<file path="src/rtl/ic_irq_pkg.sv">
package ic_irq_pkg;

  // Highest set position among the low n bits of v; 0 when none is set.
  function automatic int unsigned highest_set(input logic [31:0] v, input int unsigned n);
    int unsigned idx;
    idx = 0;
    for (int unsigned i = 0; i < 32; i++) begin
      if (i < n && v[i]) idx = i;
    end
    return idx;
  endfunction

  // True when a bank index names an existing bank.
  function automatic logic index_in_range(input int unsigned idx, input int unsigned n);
    return idx < n;
  endfunction

endpackage

</file>
<file path="src/rtl/ic_read_decode.sv">
module ic_read_decode #(
  parameter int unsigned NUM_BANKS = 5,
  parameter int unsigned IDX_W     = 3
) (
  input  logic                 rd_stb_i,
  input  logic [IDX_W-1:0]     rd_bank_i,
  output logic [NUM_BANKS-1:0] hit_o,
  output logic                 valid_o
);
  import ic_irq_pkg::*;

  assign valid_o = rd_stb_i && index_in_range(int'(rd_bank_i), NUM_BANKS);

  for (genvar b = 0; b < NUM_BANKS; b++) begin : g_hit
    localparam logic [IDX_W-1:0] BANK_ID = IDX_W'(b);
    assign hit_o[b] = rd_stb_i && (rd_bank_i == BANK_ID);
  end

endmodule

</file>
<file path="src/rtl/ic_bank_tracker.sv">
module ic_bank_tracker #(
  parameter int unsigned BANK_W = 8
) (
  input  logic              clk,
  input  logic              rst_n,
  input  logic [BANK_W-1:0] live_i,
  input  logic [BANK_W-1:0] mask_i,
  input  logic              rd_hit_i,
  output logic              evt_now_o,
  output logic              evt_nxt_o
);

  // Unmasked bits whose live value departs from the last-read copy.
  function automatic logic [BANK_W-1:0] pending_bits(
    input logic [BANK_W-1:0] live,
    input logic [BANK_W-1:0] seen,
    input logic [BANK_W-1:0] mask
  );
    return (live ^ seen) & ~mask;
  endfunction

  logic [BANK_W-1:0] seen_q;
  logic [BANK_W-1:0] seen_nxt;

  assign seen_nxt = rd_hit_i ? live_i : seen_q;

  always_ff @(posedge clk) begin
    if (!rst_n || rd_hit_i) seen_q <= live_i;
  end

  assign evt_now_o = |pending_bits(live_i, seen_q, mask_i);
  assign evt_nxt_o = |pending_bits(live_i, seen_nxt, mask_i);

endmodule

</file>
<file path="src/rtl/ic_top_bank.sv">
module ic_top_bank #(
  parameter int unsigned NUM_BANKS = 5,
  parameter int unsigned IDX_W     = 3
) (
  input  logic [NUM_BANKS-1:0] flags_i,
  output logic                 any_o,
  output logic [IDX_W-1:0]     idx_o
);
  import ic_irq_pkg::*;

  logic [31:0] flags_wide;

  assign flags_wide = 32'(flags_i);
  assign any_o      = |flags_i;
  assign idx_o      = IDX_W'(highest_set(flags_wide, NUM_BANKS));

endmodule

</file>
<file path="src/rtl/input_change_irq.sv">
module input_change_irq #(
  parameter int unsigned NUM_BANKS = 5,
  parameter int unsigned BANK_W    = 8,
  localparam int unsigned PIN_W    = NUM_BANKS * BANK_W,
  localparam int unsigned IDX_W    = (NUM_BANKS > 1) ? $clog2(NUM_BANKS) : 1
) (
  input  logic             clk,
  input  logic             rst_n,
  input  logic [PIN_W-1:0] pins_i,
  input  logic [PIN_W-1:0] mask_i,
  input  logic             rd_stb_i,
  input  logic [IDX_W-1:0] rd_bank_i,
  output logic             irq_n_o
);

  // Named internal events, observed by the bound checker.
  logic [NUM_BANKS-1:0] rd_hit;
  logic                 rd_valid;
  logic [NUM_BANKS-1:0] bank_evt_now;
  logic [NUM_BANKS-1:0] bank_evt_nxt;
  logic                 top_any;
  logic [IDX_W-1:0]     top_idx;
  logic                 rd_below_top;
  logic                 irq_q;

  ic_read_decode #(
    .NUM_BANKS (NUM_BANKS),
    .IDX_W     (IDX_W)
  ) u_decode (
    .rd_stb_i  (rd_stb_i),
    .rd_bank_i (rd_bank_i),
    .hit_o     (rd_hit),
    .valid_o   (rd_valid)
  );

  for (genvar b = 0; b < NUM_BANKS; b++) begin : g_bank
    ic_bank_tracker #(
      .BANK_W (BANK_W)
    ) u_trk (
      .clk       (clk),
      .rst_n     (rst_n),
      .live_i    (pins_i[b*BANK_W +: BANK_W]),
      .mask_i    (mask_i[b*BANK_W +: BANK_W]),
      .rd_hit_i  (rd_hit[b]),
      .evt_now_o (bank_evt_now[b]),
      .evt_nxt_o (bank_evt_nxt[b])
    );
  end

  ic_top_bank #(
    .NUM_BANKS (NUM_BANKS),
    .IDX_W     (IDX_W)
  ) u_top (
    .flags_i (bank_evt_now),
    .any_o   (top_any),
    .idx_o   (top_idx)
  );

  assign rd_below_top = rd_valid && top_any && (rd_bank_i < top_idx);

  always_ff @(posedge clk or negedge rst_n) begin
    if (!rst_n) irq_q <= 1'b0;
    else        irq_q <= |bank_evt_nxt;
  end

  assign irq_n_o = ~irq_q;

endmodule

</file>
<file path="config.mk">
export PLATFORM = sky130hd
export DESIGN_NAME = input_change_irq
export DESIGN_NICKNAME = d
export VERILOG_FILES = /design/src/rtl/ic_irq_pkg.sv /design/src/rtl/ic_read_decode.sv /design/src/rtl/ic_bank_tracker.sv /design/src/rtl/ic_top_bank.sv /design/src/rtl/input_change_irq.sv
export SDC_FILE = /design/constraint.sdc
export NUM_CORES = 1
export LEC_CHECK = 0
export ABC_AREA = 1
export BUFFER_PORTS_ARGS = -buffer_cell sky130_fd_sc_hd__buf_2
export CORE_MARGIN = 2
export CORE_UTILIZATION = 54
export CTS_BUF_LIST = sky130_fd_sc_hd__clkbuf_2
export DETAILED_ROUTE_END_ITERATION = 8
export PLACE_DENSITY_LB_ADDON = 0.3
export RECOVER_POWER = 100
export SYNTH_ARGS = -nofsm -noshare
export SYNTH_HDL_FRONTEND = slang
export SYNTH_HIERARCHICAL = 1
export SYNTH_SLANG_ARGS = --single-unit
</file>
<file path="constraint.sdc">
create_clock -name clk -period 1.3 [get_ports clk]
set_input_delay 0.13 -clock clk [delete_from_list [all_inputs] [get_ports clk]]
set_output_delay 0.13 -clock clk [all_outputs]
set_load 0.01 [all_outputs]
</file>
==> reports/qor.txt <==
RSZ-0062 raised after global routing -> true
register area -> 1226 µm²
commonest non-fill, non-tap cell in the layout -> inv_1
critical path type -> in -> reg
Worst Hold Slack -> 0.1516 ns
DP HPWL -> 4.219 mm
TritonCTS clock tree -> built
Netlist Area Pre-Place -> 2504 µm²
status -> finished clean
worst-path cell chain -> dlygate4sd3_1 > clkbuf_1 > o21ai_0 > nand3_1 > nand2_1 > nor2_1 > nand2_1 > nor2_1 > nand3_1
Least-Margin Pin Slew -> 0.3628 ns
clk buf depth -> 2
syn_nets -> 383
CP Buf/Inv Count -> 2
CTS H-tree depth -> 2
Die Y -> 72.09 µm
Final Hold Fails -> 0
final max-slew violation count -> 0
crit path capture type -> register
Post-Place Setup Slack -> -0.1954 ns
Die ar. -> 5197 µm²
Worst R2R Setup Slack -> 0.14 ns
Slowest cell on crit path -> dlygate4sd3_1
Tcrit/Tclk final -> 90.53%
Clock Root Buffer -> clkbuf_2
vias in the first global route -> 2497
Levels on crit path -> 9
CP startpoint -> pins_i[11]
Critical Path RT -> 1.58 ns
top cell family by delay on the critical path -> buffers and inverters
n_diodes -> 0
area of the multi-input gates -> 927.1 µm²
antenna violations before repair -> 0
GR Overflow Total -> 0
Layout area overhead -> 36.43%
largest net degree at the start of global routing -> 18
max incr delay on CP -> 0.53 ns
R2R Path Start -> g_bank[4].u_trk/seen_q[0]
CTS Sinks -> 41
via density per instance -> 5.047
total CTS buffers -> 5
Post-Syn Instances -> 297
row count -> 24
Avg Inst Size Synth -> 8.430 µm²
Worst EP arrival -> 1.45 ns
first-pass GRT wire length -> 10.34 mm
die width -> 72.09 µm
DRC -> 0
Clock Skews -> 0.01005 ns
drt first-iter violations -> 102
Max Clk Rate -> 0.8497 GHz
clock period minus final worst setup slack -> 1.177 ns
GP Congestion -> 0.8189
final setup vio count -> 0
share of layout cells above drive strength 1 -> 13.64%
Final Util -> 77.38%
Yosys warnings -> 6
final antenna-violating net count -> 0
initial core utilization -> 56.72%
Clock transition at path regs -> 0.18 ns
NumNets Final -> 526
Total Routing Usage GR -> 25.33%
Worst R2R Path Depth -> 8
input/output buffers -> 86
crit path to -> irq_q
leakage -> 1.684 nW
pwr dens -> 807.2 nW/µm²
maximum fanout along the worst path -> 3
Worst-Skew Late Latency -> 0.38 ns
Tot Pwr -> 2.757 mW
Slew headroom -> 75.81%
setup_tns -> 0 ns
max-cap violations -> 0
drt wl/cell -> 12.65 µm
most frequent cells in the layout -> inv_1, clkbuf_1, buf_2
worst min path class -> in -> async
fillcell total -> 342
io pins -> 87
via count -> 2483
Startpoint Class -> input pin
Worst Slack Setup Final -> 0.1231 ns
reg2reg end -> irq_q
Peak VDD IR -> 0.0005897 V
TritonRoute pass-1 iters -> 4
final WL -> 6.225 mm
core area -> 4414 µm²
-- sequential cells by signal, indices dropped and copies added, names as in the netlist --
name and count:
g_bank.u_trk/seen_q 40, irq_q 1
-- layout make-up --
cell class / instances / area share [%]
multi-input combinational: 172 / 27.14
sequential: 41 / 35.90
clock buffer: 6 / 0.8791
inverter: 79 / 8.681
tap: 52 / 1.905
clock inverter: 1 / 0.1099
timing repair buffer: 141 / 25.38
-- per-stage QoR --
stage | cells | instance area (µm²)
final | 492 | 3416
after floorplan | 297 | 2504
after global routing | 492 | 3416
after detailed placement | 444 | 3073
after global placement | 444 | 3073
after CTS | 492 | 3517
-- worst min path at each step --
stage | startpoint | to | slack [ns] | depth (start not counted)
6_report | rst_n | irq_q | 0.15 | 2
3_5_place_dp | rst_n | irq_q | -0.04 | 1
3_3_place_gp | rst_n | irq_q | -0.04 | 1
5_1_grt | rst_n | irq_q | 0.16 | 2
4_1_cts | rst_n | irq_q | 0.05 | 2
2_1_floorplan | rst_n | irq_q | -0.17 | 0
-- timing repair --
item                                    in CTS  in global routing
buffers inserted                             0                  0
resized for setup                            0                  1
endpoints found under the setup margin       0                  1
hold buffers                                41                  0
endpoints found under the hold margin       41                  0
-- layer usage --
| metal | routed length (µm) | GRT usage [%] |
|---|---|---|
| met1 | 2477 | 28.04 |
| met5 | 0 | 0 |
| met3 | 320 | 5.417 |
| met2 | 3331 | 47.50 |
| met4 | 96 | 8.805 |
-- power breakdown --
| part | switching (mW) | internal (mW) | total [mW] |
|---|---|---|---|
| combinational | 0.300 | 0.319 | 0.619 |
| sequential | 0.0541 | 1.58 | 1.64 |
| clock | 0.377 | 0.126 | 0.503 |
Note: power is estimated with default switching activity, not from simulation.
